### src/rtl/bawd_pkg.sv
// Package: shared constants and types for the base address window decoder.
// Assumes the command enables arrive as a two-bit vector with the I/O enable
// in bit 0 and the memory enable in bit 1.
package bawd_pkg;

    // Positions of the space enables inside cmd_enables.
    localparam int unsigned CMD_IO_BIT  = 0;
    localparam int unsigned CMD_MEM_BIT = 1;

    // Address space a region claims.
    typedef enum logic {
        SPACE_MEM = 1'b0,
        SPACE_IO  = 1'b1
    } space_e;

    // Reason a region ended up unmapped; internal use for readability.
    typedef enum logic [2:0] {
        WIN_OK       = 3'd0,
        WIN_NO_SIZE  = 3'd1,
        WIN_DISABLED = 3'd2,
        WIN_ROM_OFF  = 3'd3,
        WIN_ZERO     = 3'd4,
        WIN_WRAP     = 3'd5,
        WIN_RANGE    = 3'd6
    } win_status_e;

endpackage

### src/rtl/bawd_region_decode.sv
// Module: combinational decode of one address region.
// Aligns the register value to the region size and applies the enable and
// invalidation rules. Assumes the size is zero or a power of two; a size
// that is neither gives an undefined alignment. IS_ROM selects the variant
// that also requires bit 0 of the register value when typed memory.
module bawd_region_decode
    import bawd_pkg::*;
#(
    parameter int unsigned ADDR_W   = 32,
    parameter int unsigned IO_LIMIT = 32'h0001_0000,
    parameter bit          IS_ROM   = 1'b0
) (
    input  logic [ADDR_W-1:0] reg_value,
    input  logic [ADDR_W-1:0] size,
    input  logic              is_io,
    input  logic [1:0]        cmd_enables,
    output logic              valid,
    output logic [ADDR_W-1:0] base
);

    localparam logic [ADDR_W-1:0] IO_LIM   = ADDR_W'(IO_LIMIT);
    localparam logic [ADDR_W-1:0] ALL_ONES = '1;

    logic [ADDR_W-1:0] size_mask;
    logic [ADDR_W-1:0] aligned;
    logic [ADDR_W-1:0] last_addr;
    space_e            space;
    logic              space_on;
    logic              rom_gate;
    win_status_e       status;

    // Alignment mask and window bounds.
    always_comb begin
        size_mask = ~(size - ADDR_W'(1));
        aligned   = reg_value & size_mask;
        last_addr = aligned + size - ADDR_W'(1);
    end

    // Space enable and ROM enable gating.
    always_comb begin
        space    = is_io ? SPACE_IO : SPACE_MEM;
        space_on = (space == SPACE_IO) ? cmd_enables[CMD_IO_BIT]
                                       : cmd_enables[CMD_MEM_BIT];
        if (IS_ROM && space == SPACE_MEM) begin
            rom_gate = reg_value[0];
        end else begin
            rom_gate = 1'b1;
        end
    end

    // Priority of the invalidation rules; the first failing rule wins.
    always_comb begin
        if (size == '0) begin
            status = WIN_NO_SIZE;
        end else if (!space_on) begin
            status = WIN_DISABLED;
        end else if (!rom_gate) begin
            status = WIN_ROM_OFF;
        end else if (aligned == '0) begin
            status = WIN_ZERO;
        end else if (last_addr <= aligned) begin
            status = WIN_WRAP;
        end else if (space == SPACE_IO && last_addr >= IO_LIM) begin
            status = WIN_RANGE;
        end else if (space == SPACE_MEM && last_addr == ALL_ONES) begin
            status = WIN_RANGE;
        end else begin
            status = WIN_OK;
        end
    end

    // Report the window; an unmapped region shows base zero.
    always_comb begin
        valid = (status == WIN_OK);
        base  = valid ? aligned : '0;
    end

endmodule

### src/rtl/bawd_window_track.sv
// Module: holds the decoded windows of all regions and flags transitions.
// Each region's valid flag and base are registered every cycle; the change
// bit is registered alongside and is high only in the cycle the stored
// window first shows a new value. Synchronous active-low reset.
module bawd_window_track #(
    parameter int unsigned NREG   = 7,
    parameter int unsigned ADDR_W = 32
) (
    input  logic                   clk,
    input  logic                   rst_n,
    input  logic [NREG-1:0]        next_valid,
    input  logic [NREG*ADDR_W-1:0] next_base,
    output logic [NREG-1:0]        cur_valid,
    output logic [NREG*ADDR_W-1:0] cur_base,
    output logic [NREG-1:0]        changed
);

    logic [NREG-1:0] differs;

    // Per-region comparison of the new decode against the stored window.
    for (genvar n = 0; n < NREG; n++) begin : g_cmp
        always_comb begin
            differs[n] = (next_valid[n] != cur_valid[n]) ||
                         (next_base[n*ADDR_W +: ADDR_W] != cur_base[n*ADDR_W +: ADDR_W]);
        end
    end

    // Window and change registers.
    always_ff @(posedge clk) begin
        if (!rst_n) begin
            cur_valid <= '0;
            cur_base  <= '0;
            changed   <= '0;
        end else begin
            cur_valid <= next_valid;
            cur_base  <= next_base;
            changed   <= differs;
        end
    end

endmodule

### src/rtl/bar_window_decoder.sv
// Module: top of the base address window decoder.
// Decodes NUM_BARS base regions plus one expansion-ROM region (the last
// index) from packed register values, sizes and space types, then registers
// the result with per-region change pulses. Assumes every size input is zero
// or a power of two and stays stable while the caller relies on the window.
module bar_window_decoder #(
    parameter int unsigned NUM_BARS = 6,
    parameter int unsigned ADDR_W   = 32,
    parameter int unsigned IO_LIMIT = 32'h0001_0000
) (
    input  logic                                clk,
    input  logic                                rst_n,
    input  logic [1:0]                          cmd_enables,
    input  logic [(NUM_BARS+1)*ADDR_W-1:0]      bar_values,
    input  logic [(NUM_BARS+1)*ADDR_W-1:0]      bar_sizes,
    input  logic [NUM_BARS:0]                   bar_is_io,
    output logic [NUM_BARS:0]                   win_valid,
    output logic [(NUM_BARS+1)*ADDR_W-1:0]      win_base,
    output logic [NUM_BARS:0]                   win_changed
);

    localparam int unsigned NREG    = NUM_BARS + 1;
    localparam int unsigned ROM_IDX = NUM_BARS;

    logic [NREG-1:0]        dec_valid;
    logic [NREG*ADDR_W-1:0] dec_base;

    // One decoder per region; the last one is the ROM variant.
    for (genvar n = 0; n < NREG; n++) begin : g_region
        bawd_region_decode #(
            .ADDR_W   (ADDR_W),
            .IO_LIMIT (IO_LIMIT),
            .IS_ROM   (n == ROM_IDX)
        ) u_dec (
            .reg_value   (bar_values[n*ADDR_W +: ADDR_W]),
            .size        (bar_sizes[n*ADDR_W +: ADDR_W]),
            .is_io       (bar_is_io[n]),
            .cmd_enables (cmd_enables),
            .valid       (dec_valid[n]),
            .base        (dec_base[n*ADDR_W +: ADDR_W])
        );
    end

    bawd_window_track #(
        .NREG   (NREG),
        .ADDR_W (ADDR_W)
    ) u_track (
        .clk        (clk),
        .rst_n      (rst_n),
        .next_valid (dec_valid),
        .next_base  (dec_base),
        .cur_valid  (win_valid),
        .cur_base   (win_base),
        .changed    (win_changed)
    );

endmodule

### config.mk
export PLATFORM = sky130hd
export DESIGN_NAME = bar_window_decoder
export DESIGN_NICKNAME = d
export VERILOG_FILES = /design/src/rtl/bawd_pkg.sv /design/src/rtl/bawd_region_decode.sv /design/src/rtl/bawd_window_track.sv /design/src/rtl/bar_window_decoder.sv
export SDC_FILE = /design/constraint.sdc
export NUM_CORES = 2
export LEC_CHECK = 0
export ABC_AREA = 0
export BUFFER_PORTS_ARGS = -buffer_cell sky130_fd_sc_hd__buf_2
export CORE_MARGIN = 2
export CORE_UTILIZATION = 30
export DETAILED_ROUTE_END_ITERATION = 7
export GPL_TIMING_DRIVEN = 1
export PLACE_DENSITY = 0.47
export SETUP_SLACK_MARGIN = 0.2
export SLEW_MARGIN = 15
export SYNTH_ARGS = -nofsm -noshare
export SYNTH_HDL_FRONTEND = slang
export SYNTH_HIERARCHICAL = 1
export SYNTH_SLANG_ARGS = --single-unit
export TNS_END_PERCENT = 100
### constraint.sdc
create_clock -name clk -period 9.1 [get_ports clk]
set_input_delay 1.365 -clock clk [delete_from_list [all_inputs] [get_ports clk]]
set_output_delay 1.365 -clock clk [all_outputs]
set_load 0.005 [all_outputs]
==> metrics.md <==
| Metric | Value |
|---|---|
| Total routing resource utilization after global routing | 0.233 |
| Unique masters post-synth | 113 |
| CTS Sinks | 238 |
| Result of the run | finished clean |
| Post-synth design cell area | 43,500 µm² |
| Max Clock Freq | 0.117 GHz |
| Final core occ | 0.360 |
| Filler-free cell count of the finished design | 8,413 |
| Number of buffers inserted by port buffering | 696 |
| Detail-routed via count per cell | 5.35 |
| Post-route design area | 51,700 µm² |
| Final worst clock skew | 16.3 ps |
| Complex-gate fraction of the synthesized area | 0.180 |
| Largest fanout on the critical path | 19 |
| Xor and xnor area share after synthesis | 0.106 |
| Post-synthesis cell type with the largest combined area | ha_1 |
| Clock Tree Buf Depth | 3 |
| NumNets Final | 7,521 |
| CTS tree | built |
| Routability-driven placement congestion ratio | 0.923 |
| Area growth from synthesis to final layout | 18.8% |
| Simple-gate area share of the yosys netlist | 0.338 |
| Worst slew margin relative to its limit | 0.317 |
| Total wirelength of the detailed-routed design | 181,000 µm |
| Synthesized area per cell | 7.69 µm² |
| Max-cap violation count | 0 |
| Core box area | 144,000 µm² |
| Number of design-rule violations left by the first detailed-router iteration | 2,841 |
| Yosys warnings | 6 |
| Chip width | 385 µm |
| Top cell type's share of synthesized area | 0.167 |
| Number of iterations in the first detailed-routing pass | 8 |
| Number of antenna violations at the first check in global routing | 27 |
| I/O pin count | 697 |
| Total congestion overflow after global routing | 0 |
| Category of the worst setup path launch point | input port |
| Residual antenna-violating net count after detailed routing | 0 |
| Data required time at the worst endpoint | 9620 ps |
| Library cell used as clock root buffer | clkbuf_16 |
| Worst slack at placement | -47.7 ps |
| Maximum ir drop on the vdd rail | 0.148 mV |
| Final Slew Violations | 0 |
| Top library cells by usage in the layout, fill and taps aside | buf_2, inv_1, ha_1, nand2_1, a21oi_1 |
| Fraction of registers with async set or reset after synthesis | 0 |
| Power per cell area | 130 nW/µm² |
| Fillers | 15,500 |
| Standard cell area after detailed placement | 50,600 µm² |
| Dominant combinational cell family by area after synthesis | simple AND/OR/NAND/NOR gates |
| Gate Count Post-Synth | 5,662 |
| EDFF count, synth | 0 |
| Num rows | 139 |
| Post-route DRC violation count | 0 |
| First-pass GRT wire length | 270,000 µm |
| Post-synthesis adder-cell area fraction | 0.170 |
| Die outline height | 385 µm |
| Hold violation total from the final report | 0 |
| Clk slew on worst S/H paths | 60 ps |
| Cell total after placement | 8,343 |
| H-Tree Level Count | 1 |
| Post-synthesis sequential area ratio | 0.109 |
| Fraction of layout cells with a size suffix above 1 | 0.225 |
| Nets in the synthesized netlist | 6,709 |
| Die Area | 148,000 µm² |
| Type of element capturing the critical path | register |
| Setup repair after global routing missed its margin | yes |
| Seq cells post-synth | 238 |
| Insertion delay to the later sink of the worst-skew pair | 630 ps |
| Final Worst Setup Slack | 551 ps |
| Most instantiated flip-flop cell in the synthesis netlist | dfxtp_1 |
| Initial Utilization | 0.303 |
| Worst path arrival time | 9070 ps |
| Multiplexer area fraction after synthesis | 0.0164 |
| Setup Viol. Count Final | 0 |
| Via count of the first global-routing pass | 44,100 |
| Shortest clock period the worst path allows after layout | 8550 ps |
| Crit share post-route | 0.939 |
| Type of the setup path with the least slack | input port to register |
| Delay of the slowest critical-path stage | 700 ps |
| Total vias in the final route | 45,000 |
| Total power consumption of the routed design | 6.74 mW |
| Number of buffers created by CTS | 31 |
| Most common library cell in the layout ignoring fill and taps | buf_2 |
| Worst hold path type | register to register |
| HPWL Detailed | 158,000 µm |
| Slew of the pin with the lowest slew margin | 1020 ps |
| Wirelength per Cell | 21.5 µm |
| Leakage Power | 24.4 nW |
| Largest net degree at the start of global routing | 96 |
| Slowest-stage cell, CP | or4_1 |
| Most area-consuming cells after synthesis | ha_1, dfxtp_1, xor2_1 |
-- report_power, final --
part	switching [mW]	total (mW)	internal [mW]
combinational	2.57	4.33	1.75
clock	0.559	1.30	0.739
sequential	0.0333	1.11	1.08
-- through the flow --
step	setup TNS [ps]	hold WS, ps
after floorplan	0	612
after CTS	0	650
final	0	651
after detailed placement	-71.6	635
after global placement	-20.5	626
after global routing	0	705
-- timing repair --
item	CTS	global route
hold buffers	0	0
endpoints found under the setup margin	0	6
resized for setup	0	10
buffers inserted	0	1
-- sequential cells by signal (all words and copies together) (netlist names) --
signal	flops
u_track/changed	7
u_track/cur_base	224
u_track/cur_valid	7
-- routing by layer --
layer  global-route usage  wire length, µm  part of all wire
met1                0.307            80700              0.45
met2                0.405            86400              0.48
met4               0.0513             3990             0.022
met5                    0               89           0.00049
met3               0.0271             9790             0.054
-- layout make-up --
cell class | count | area [µm²] | share of cell area
flip-flops and latches | 238 | 4760 | 0.0921
repair buffers | 986 | 5830 | 0.113
multi-input cells | 4609 | 35400 | 0.684
clock buffers | 42 | 887 | 0.0172
diodes | 11 | 27.5 | 0.000532
clock inverters | 16 | 156 | 0.00302
well taps | 1903 | 2380 | 0.0460
inverters | 608 | 2280 | 0.0441
-- final timing paths --
| path | startpoint | end | slack (ps) | depth (start not counted) |
|---|---|---|---|---|
| hold reg to reg | u_track/cur_base[202]$_SDFF_PN0_ | u_track/changed[6]$_SDFF_PN0_ | 650 | 3 |
| setup reg to reg | u_track/cur_base[205]$_SDFF_PN0_ | u_track/changed[6]$_SDFF_PN0_ | 7490 | 5 |
| setup / recovery | bar_sizes[130] | u_track/changed[4]$_SDFF_PN0_ | 550 | 30 |
| hold / removal | u_track/cur_base[202]$_SDFF_PN0_ | u_track/changed[6]$_SDFF_PN0_ | 650 | 3 |
-- cell families (layout without fill, tap and decap cells) --
family          Yosys count  in the layout
buf+inv                 815           1652
mux                      69             69
xor+xnor                521            521
compound gates         1146           1146
fa+ha+maj               588            588
flops                   238            238
other cells               0             11
simple gates           2285           2285
-- Yosys cell counts, types with 67 or more instances --
| library cell | count |
|---|---|
| clkbuf_1 | 93 |
| xnor2_1 | 226 |
| a21o_1 | 118 |
| and3_1 | 67 |
| nor4b_2 | 92 |
| ha_1 | 581 |
| a21oi_1 | 297 |
| nand2_1 | 441 |
| o21ai_0 | 216 |
| nand4_1 | 174 |
| nand3_1 | 180 |
| inv_1 | 607 |
| nor2_1 | 290 |
| nor4_1 | 120 |
| xor2_1 | 291 |
| dfxtp_1 | 238 |
| nor3_1 | 147 |
| and2_1 | 279 |
-- worst max-delay path, delay by kind of cell --
| kind | cells | cell delay, ps |
|---|---|---|
| compound gates | 7 | 2140 |
| xor+xnor | 1 | 140 |
| fa+ha+maj | 3 | 910 |
| buf+inv | 6 | 850 |
| simple gates | 13 | 3610 |
Power figures use the tool's default switching activity.
